===== config.mk =====
export PLATFORM = sky130hd
export DESIGN_NAME = ldst_agen
export DESIGN_NICKNAME = d
export VERILOG_FILES = /design/src/rtl/ldst_agen.sv
export SDC_FILE = /design/constraint.sdc
export NUM_CORES = 1
export LEC_CHECK = 0
export BUFFER_PORTS_ARGS = -buffer_cell sky130_fd_sc_hd__buf_4
export CORE_MARGIN = 5
export CORE_UTILIZATION = 50
export CTS_CLUSTER_DIAMETER = 40
export DETAILED_ROUTE_END_ITERATION = 10
export PLACE_DENSITY = 0.75
export SYNTH_ARGS = -nofsm -noshare
export SYNTH_HDL_FRONTEND = slang
export SYNTH_SLANG_ARGS = --single-unit

===== constraint.sdc =====
create_clock -name clk -period 0.8 [get_ports clk]
set_clock_uncertainty 0.2 [all_clocks]
set_input_delay 0.08 -clock clk [delete_from_list [all_inputs] [get_ports clk]]
set_output_delay 0.08 -clock clk [all_outputs]
set_load 0.05 [all_outputs]

===== src/rtl/ldst_agen.sv =====
module ldst_agen #(
  parameter int DATA_W  = 32,
  parameter int IMM_W   = 12,
  parameter int SHAMT_W = 5
) (
  input  logic               clk,
  input  logic               rst_n,
  input  logic [DATA_W-1:0]  base_i,
  input  logic [1:0]         mode_i,
  input  logic               up_i,
  input  logic               use_reg_i,
  input  logic [IMM_W-1:0]   imm_i,
  input  logic [DATA_W-1:0]  rm_i,
  input  logic [1:0]         shtype_i,
  input  logic [SHAMT_W-1:0] shamt_i,
  output logic [DATA_W-1:0]  addr_o,
  output logic [DATA_W-1:0]  wb_data_o,
  output logic               wb_en_o,
  output logic               fault_o
);

  localparam int ALIGN_W = 2;
  localparam logic [1:0] M_OFS  = 2'd0;
  localparam logic [1:0] M_PRE  = 2'd1;
  localparam logic [1:0] M_POST = 2'd2;

  logic [DATA_W-1:0]   shifted;
  logic [2*DATA_W-1:0] rot2;
  logic [DATA_W-1:0]   offset;
  logic [DATA_W-1:0]   sum;
  logic [DATA_W-1:0]   addr_d;
  logic [DATA_W-1:0]   wb_d;
  logic                wb_en_d;

  assign rot2 = {rm_i, rm_i} >> shamt_i;

  always_comb begin
    case (shtype_i)
      2'd0:    shifted = rm_i << shamt_i;
      2'd1:    shifted = rm_i >> shamt_i;
      2'd2:    shifted = DATA_W'($signed(rm_i) >>> shamt_i);
      default: shifted = rot2[DATA_W-1:0];
    endcase
  end

  assign offset  = use_reg_i ? shifted : {{(DATA_W-IMM_W){1'b0}}, imm_i};
  assign sum     = up_i ? base_i + offset : base_i - offset;
  assign wb_en_d = (mode_i == M_PRE) || (mode_i == M_POST);
  assign addr_d  = (mode_i == M_POST) ? base_i : sum;
  assign wb_d    = wb_en_d ? sum : base_i;

  always_ff @(posedge clk or negedge rst_n) begin
    if (!rst_n) begin
      addr_o    <= '0;
      wb_data_o <= '0;
      wb_en_o   <= 1'b0;
      fault_o   <= 1'b0;
    end else begin
      addr_o    <= addr_d;
      wb_data_o <= wb_d;
      wb_en_o   <= wb_en_d;
      fault_o   <= |addr_d[ALIGN_W-1:0];
    end
  end

  logic past_ok;
  always_ff @(posedge clk or negedge rst_n) begin
    if (!rst_n) past_ok <= 1'b0;
    else        past_ok <= 1'b1;
  end

  assert_fault_low_bits_R9: assert property (@(posedge clk) disable iff (!rst_n)
    fault_o == (addr_o[ALIGN_W-1:0] != '0));

  assert_pre_updates_base_R3: assert property (@(posedge clk) disable iff (!rst_n)
    (past_ok && $past(mode_i) == M_PRE) |-> (wb_en_o && wb_data_o == addr_o));

  assert_post_uses_base_R4: assert property (@(posedge clk) disable iff (!rst_n)
    (past_ok && $past(mode_i) == M_POST) |-> (wb_en_o && addr_o == $past(base_i)));

  assert_offset_keeps_base_R2: assert property (@(posedge clk) disable iff (!rst_n)
    (past_ok && ($past(mode_i) == M_OFS || $past(mode_i) == 2'd3))
      |-> (!wb_en_o && wb_data_o == $past(base_i)));

  assert_imm_add_sub_R6: assert property (@(posedge clk) disable iff (!rst_n)
    (past_ok && $past(mode_i) == M_POST && !$past(use_reg_i))
      |-> (wb_data_o == ($past(up_i)
             ? $past(base_i) + {{(DATA_W-IMM_W){1'b0}}, $past(imm_i)}
             : $past(base_i) - {{(DATA_W-IMM_W){1'b0}}, $past(imm_i)})));

endmodule


==> flow_summary.toml, run 1 <==
[outcome]
run_status = "aborted with a tool error"
outcome.stop_stage = "global routing (5_1_grt)"
first-error = "[ERROR GRT-0232] Routing congestion too high. Check the congestion heatmap in the GUI."

[floorplanning]
io_pins = 155
start_util = 0.507
die_h_um = 159
rows = 54
die_width_um = 159

[clock_tree]
clock_tree.buffer_depth = 2
clock_sinks = 66
cts-htree-levels = 3
number_of_buffers_created_by_cts = 9
root_buffer = "sky130_fd_sc_hd__clkbuf_16"

[synthesis]
syn_nets = 1428
netlist-cell-type-count = 85
dominantRegCellSynth = "sky130_fd_sc_hd__dfrtp_1"
yosysMostFrequentCell = "sky130_fd_sc_hd__nand2_1"
seq_area_frac_synth = 0.149
synth_largest_area_cell = "sky130_fd_sc_hd__mux4_2"
number_of_warnings_reported_in_the_yosys_synthesis_log = 0
count_of_flip_flops_with_a_built_in_enable_after_synthesis = 0
synth_top_area_frac = 0.157
netlist_area_um2 = 11100
synth_cells = 1304
synth_top_cells_by_count = "sky130_fd_sc_hd__nand2_1, sky130_fd_sc_hd__o21ai_0, sky130_fd_sc_hd__clkbuf_1"
postSynth.asyncResetShare = 1.00
syn_area_per_cell_um2 = 8.48
netlist_top_cells_area = "sky130_fd_sc_hd__mux4_2, sky130_fd_sc_hd__dfrtp_1, sky130_fd_sc_hd__mux2i_1"
synth.ff_latch_count = 66

[sta]
worstEndpointGrtRepair = "addr_o[31]$_DFF_PN0_/D"
worst-ep-kind = "register input"

[global_route]
grt_start_max_net_pins = 29
grt.overflow.total = 167
grtUsageTotal = 0.703

[place]
dpl.cell_count = 2116
gpl.final_weighted_congestion = 1.19
detailed_place_hpwl_um = 48200
numPortBuffers = 154
pre_cts_slack_ps = -5420
==> per-layer routing <==
| metal | overflow | track usage |
|---|---|---|
| met1 | 3 | 0.727 |
| met2 | 83 | 0.894 |
| met4 | 78 | 0.697 |
| met3 | 3 | 0.495 |
| met5 | 0 | 0.108 |
==> metrics by stage <==
step	hold slack [ps]	cell area (µm²)	util	setup TNS (ps)
after floorplan	-416	11400	-	-256670
after global placement	-278	16200	0.742	-282490
after detailed placement	-276	16200	0.742	-289850
after CTS	-239	18000	0.825	-285480
==> timing repair <==
item / CTS
hold buffers: 1
pin swaps: 81
endpoints found under the setup margin: 131
endpoints found under the hold margin: 130
buffers inserted: 34
gates resized for setup: 275
gates cloned: 4
==> kinds of logic after synthesis <==
logic type,Yosys count,share of synthesized area
buf+inv,163,0.0660
flops,66,0.149
fa+ha+maj,35,0.0403
mux,193,0.270
simple gates,375,0.171
xor+xnor,53,0.0420
compound gates,419,0.261
==> run 2: changes to the inputs <==
--- a/config.mk
+++ b/config.mk
@@ -7,10 +7,9 @@
 export LEC_CHECK = 0
 export BUFFER_PORTS_ARGS = -buffer_cell sky130_fd_sc_hd__buf_4
 export CORE_MARGIN = 5
-export CORE_UTILIZATION = 50
-export CTS_CLUSTER_DIAMETER = 40
+export CORE_UTILIZATION = 35
 export DETAILED_ROUTE_END_ITERATION = 10
-export PLACE_DENSITY = 0.75
+export PLACE_DENSITY_LB_ADDON = 0.15
 export SYNTH_ARGS = -nofsm -noshare
 export SYNTH_HDL_FRONTEND = slang
 export SYNTH_SLANG_ARGS = --single-unit
==> flow_summary.toml, run 2 <==
[flow_run]
max_cap_viol_count = 0

[synthesis]
netlist-cell-type-count = 85
synth_fa_ha_area_frac = 0.0403
netlist_area_um2 = 11100
postSynth.asyncResetShare = 1.00
synth-simple-area-share = 0.171
synth_top_family_by_area = "multiplexers"
synth_compound_gate_area_share = 0.261
syn_area_per_cell_um2 = 8.48
seq_area_frac_synth = 0.149
synth_top_cells_by_count = "sky130_fd_sc_hd__nand2_1, sky130_fd_sc_hd__o21ai_0, sky130_fd_sc_hd__clkbuf_1"
syn_nets = 1428
dominantRegCellSynth = "sky130_fd_sc_hd__dfrtp_1"
synth_top_area_frac = 0.157
synth.area.mux_share = 0.270
netlist_top_cells_area = "sky130_fd_sc_hd__mux4_2, sky130_fd_sc_hd__dfrtp_1, sky130_fd_sc_hd__mux2i_1"
synth_largest_area_cell = "sky130_fd_sc_hd__mux4_2"
yosys.area_share.xor_xnor = 0.0420
count_of_flip_flops_with_a_built_in_enable_after_synthesis = 0
synth_cells = 1304
synth.ff_latch_count = 66
number_of_warnings_reported_in_the_yosys_synthesis_log = 0
yosysMostFrequentCell = "sky130_fd_sc_hd__nand2_1"

[power_and_ir_drop]
clock_power_share = 0.132
vdd_ir_drop_max_mv = 1.22
pwr_density_cell_nw_per_um2 = 1750
power_switching_share = 0.456
comb_power_share = 0.711
sequentialPowerShare = 0.157
power.leakage_nw = 8.12
switching_power_mw = 14.6
internal_power_mw = 17.4

[worst_setup_path]
crit_fanout = 5
critPathMaxStageDelay_ps = 560
critPathRequiredTime_ps = 820
timing.critical_path.mode_cell = "sky130_fd_sc_hd__a21o_1"
crit_path_start_kind = "input port"
slowest_stage = "sky130_fd_sc_hd__mux4_2"
critPathArrivalTime_ps = 5690
worst_path_cell_trace = "buf_12 -> mux4_2 -> mux4_2 -> o311ai_4 -> a211oi_2 -> or3_4 -> or4_4 -> or4_4 -> buf_4 -> o21ai_2 -> xnor2_1 -> ha_1 -> a21o_1 -> a21o_1 -> a21o_1 -> a21o_1 -> a21oi_2 -> o21ai_2 -> a31o_2 -> or3_4 -> a2111oi_4 -> nor3_2"
critPathCaptureType = "register"
worstSetupPathType = "in -> reg"
worstSetupStartpoint = "shamt_i[0]"

[finish]
n_antenna_cell = 0
utilization_of_the_core_after_routing = 0.582
top_regs = "addr_o: 32 flops, wb_data_o: 32 flops"
flow.area_growth_from_synthesis_pct = 65.2
finish.net_count = 2036
final_area_um2 = 18300
layout_commonest_cell = "sky130_fd_sc_hd__buf_4"
fin_cells = 2319
post_route_cells_drive_above_1_share = 0.562
final_cell_mix = "sky130_fd_sc_hd__buf_4, sky130_fd_sc_hd__nand2_1, sky130_fd_sc_hd__buf_6"

[sta]
rsz_0062_raised_after_global_routing = "yes"
worst_slew_pin_slew_ps = 679
setup-violations-final = 196
report.final.slew_viol_count = 0
timing.max_slew.rel_slack = 0.545
final_period_minus_worst_setup_slack_ps = 5680
final.hold.worst_slack_ps = -238
timing_hold_violations_final = 64
period_share = 7.10
finalWorstSetupSlack_ps = -4880
max_freq_ghz = 0.176

[global_route]
grt.overflow.total = 0
grt_pass1_vias = 14100
grt_antenna_before_repair = 0
grtUsageTotal = 0.344
grt_first_pass_wirelength_um = 91900
grt_start_max_net_pins = 36

[place]
numPortBuffers = 154
detailed_place_hpwl_um = 51900
gpl.final_weighted_congestion = 1.06
dpl.cell_count = 2263
pre_cts_slack_ps = -5440
placed_cell_area_um2 = 16500

[drt]
via_per_inst = 6.04
dr.pass1.iters = 5
route.antenna.remaining_nets = 0
drc = 0
route.final.wire_length_um = 63100
via_count = 14000
wire_per_inst_um = 27.2
drt_iter0_drc = 1187

[floorplanning]
die-area_um2 = 35300
die_width_um = 188
rows = 65
io_pins = 155
die_h_um = 188
start_util = 0.352
placeableCoreArea_um2 = 31400

[clock_tree]
number_of_buffers_created_by_cts = 9
clock_sinks = 66
cts_tree = "yes"
path_clk_slew_ps = 50
root_buffer = "sky130_fd_sc_hd__clkbuf_16"
cts-htree-levels = 3
clock_tree.buffer_depth = 2

[outcome]
violations = "hold timing, setup timing"
run_status = "finished with violations"

[hold_path]
timing.hold.worst.class = "in -> reg"
worstHoldStart = "base_i[25]"
==> run 2: power groups by stage <==
stage / registers (mW) / clock network, mW / logic, mW
after global placement: 4.82 / 0 / 19.7
final: 5.00 / 4.22 / 22.7
after detailed placement: 4.86 / 0 / 19.7
after floorplan: 8.49 / 0 / 7.33
after global routing: 5.12 / 4.43 / 23.7
after CTS: 4.89 / 4.31 / 21.4
==> run 2: per-layer routing <==
metal / GRT usage / vias to the layer above / share of wire
met5: 0 / - / 0
met1: 0.408 / 6842 / 0.39
met4: 0.206 / 0 / 0.076
li1: - / 6281 / -
met3: 0.0419 / 191 / 0.059
met2: 0.596 / 701 / 0.48
==> run 2: through the flow <==
stage / TNS [ps] / hold WS (ps) / power [mW]
after CTS: -284380 / -251 / 30.6
after floorplan: -256670 / -416 / 15.8
after global placement: -299030 / -292 / 24.5
after global routing: -308660 / -232 / 33.3
final: -289030 / -238 / 31.9
after detailed placement: -296830 / -291 / 24.6
==> run 2: final cells by class <==
cell class	count	area, µm²
flip-flops and latches	66	1730
multi-input cells	1075	9450
clock buffers	11	233
inverters	30	113
clock inverters	5	78.8
repair buffers	730	6170
well taps	402	503
fillers	2830	13100
==> run 2: kinds of logic (layout without fill, tap and decap cells) <==
| logic type | count (synthesis) | in the layout |
|---|---|---|
| compound gates | 419 | 419 |
| simple gates | 375 | 375 |
| mux | 193 | 193 |
| buf+inv | 163 | 776 |
| flops | 66 | 66 |
| xor+xnor | 53 | 53 |
| fa+ha+maj | 35 | 35 |
==> run 2: final timing paths <==
| kind | slack (ps) | end | depth (start not counted) |
|---|---|---|---|
| max | -4880 | wb_data_o[30] | 22 |
| min | -240 | addr_o[25] | 3 |
| min in group asynchronous | 80 | wb_data_o[6] | 3 |
| max in group asynchronous | -250 | wb_data_o[1] | 4 |
==> run 2: worst max-delay path: cells and delay by family <==
family / cells / cell delay (ps)
compound gates: 11 / 2030
simple gates: 5 / 1860
mux: 2 / 1080
fa+ha+maj: 1 / 270
buf+inv: 2 / 260
xor+xnor: 1 / 140
==> run 2: timing repair <==
action / CTS / global route
gates cloned: 1 / 2
buffers inserted: 39 / 18
endpoints found under the hold margin: 130 / 128
pin swaps: 38 / 43
endpoints found under the setup margin: 131 / 196
hold buffers: 1 / 1
resized for setup: 157 / 101
No activity file was read; power rests on OpenSTA's default activity.
==> run 3: changes to the inputs <==
--- a/config.mk
+++ b/config.mk
@@ -7,7 +7,7 @@
 export LEC_CHECK = 0
 export BUFFER_PORTS_ARGS = -buffer_cell sky130_fd_sc_hd__buf_4
 export CORE_MARGIN = 5
-export CORE_UTILIZATION = 35
+export CORE_UTILIZATION = 60
 export DETAILED_ROUTE_END_ITERATION = 10
 export PLACE_DENSITY_LB_ADDON = 0.15
 export SYNTH_ARGS = -nofsm -noshare
==> flow_summary.toml, run 3 <==
[outcome]
run_status = "aborted with a tool error"
outcome.stop_stage = "global routing (5_1_grt)"
first-error = "[ERROR GRT-0116] Global routing finished with congestion. Check the congestion regions in the DRC Viewer."

[floorplanning]
io_pins = 155
die_h_um = 146
start_util = 0.612
rows = 49
die_width_um = 146

[place]
numPortBuffers = 154
gpl.final_weighted_congestion = 1.27
placed_cell_area_um2 = 15700
dpl.cell_count = 2018
detailed_place_hpwl_um = 41700

[synthesis]
postSynth.asyncResetShare = 1.00
netlist-cell-type-count = 85
synth_top_cells_by_count = "sky130_fd_sc_hd__nand2_1, sky130_fd_sc_hd__o21ai_0, sky130_fd_sc_hd__clkbuf_1"
synth.ff_latch_count = 66
seq_area_frac_synth = 0.149
dominantRegCellSynth = "sky130_fd_sc_hd__dfrtp_1"
netlist_top_cells_area = "sky130_fd_sc_hd__mux4_2, sky130_fd_sc_hd__dfrtp_1, sky130_fd_sc_hd__mux2i_1"
yosysMostFrequentCell = "sky130_fd_sc_hd__nand2_1"
count_of_flip_flops_with_a_built_in_enable_after_synthesis = 0
netlist_area_um2 = 11100
syn_nets = 1428
synth_cells = 1304
syn_area_per_cell_um2 = 8.48
synth_top_area_frac = 0.157
number_of_warnings_reported_in_the_yosys_synthesis_log = 0
synth_largest_area_cell = "sky130_fd_sc_hd__mux4_2"

[global_route]
grt.overflow.total = 635
grt_pass1_vias = 21300
grtUsageTotal = 0.845
grt_start_max_net_pins = 35
grt_first_pass_wirelength_um = 142000

[clock_tree]
root_buffer = "sky130_fd_sc_hd__clkbuf_16"
clock_tree.buffer_depth = 2
clock_sinks = 66
cts-htree-levels = 3
number_of_buffers_created_by_cts = 9
==> run 3: repair_timing <==
action / CTS
pin swaps: 63
setup buffers: 41
gates resized for setup: 262
hold buffers: 1
setup endpoints to repair: 132
endpoints found under the hold margin: 131
gates cloned: 4
==> run 3: metrics by stage <==
| stage | hold slack, ps | setup slack, ps |
|---|---|---|
| 2_1_floorplan | -416 | -4870 |
| 3_3_place_gp | -281 | -5070 |
| 3_5_place_dp | -278 | -5270 |
| 4_1_cts | -220 | -4890 |
==> run 3: kinds of logic after synthesis <==
kind of cell    synth area share
mux                        0.270
flops                      0.149
simple gates               0.171
buf+inv                   0.0660
fa+ha+maj                 0.0403
compound gates             0.261
xor+xnor                  0.0420
==> run 3: per-layer routing <==
metal | GRT usage | GRT overflow
met3 | 0.703 | 5
met4 | 0.914 | 222
met1 | 0.807 | 8
met2 | 1.01 | 400
met5 | 0.339 | 0
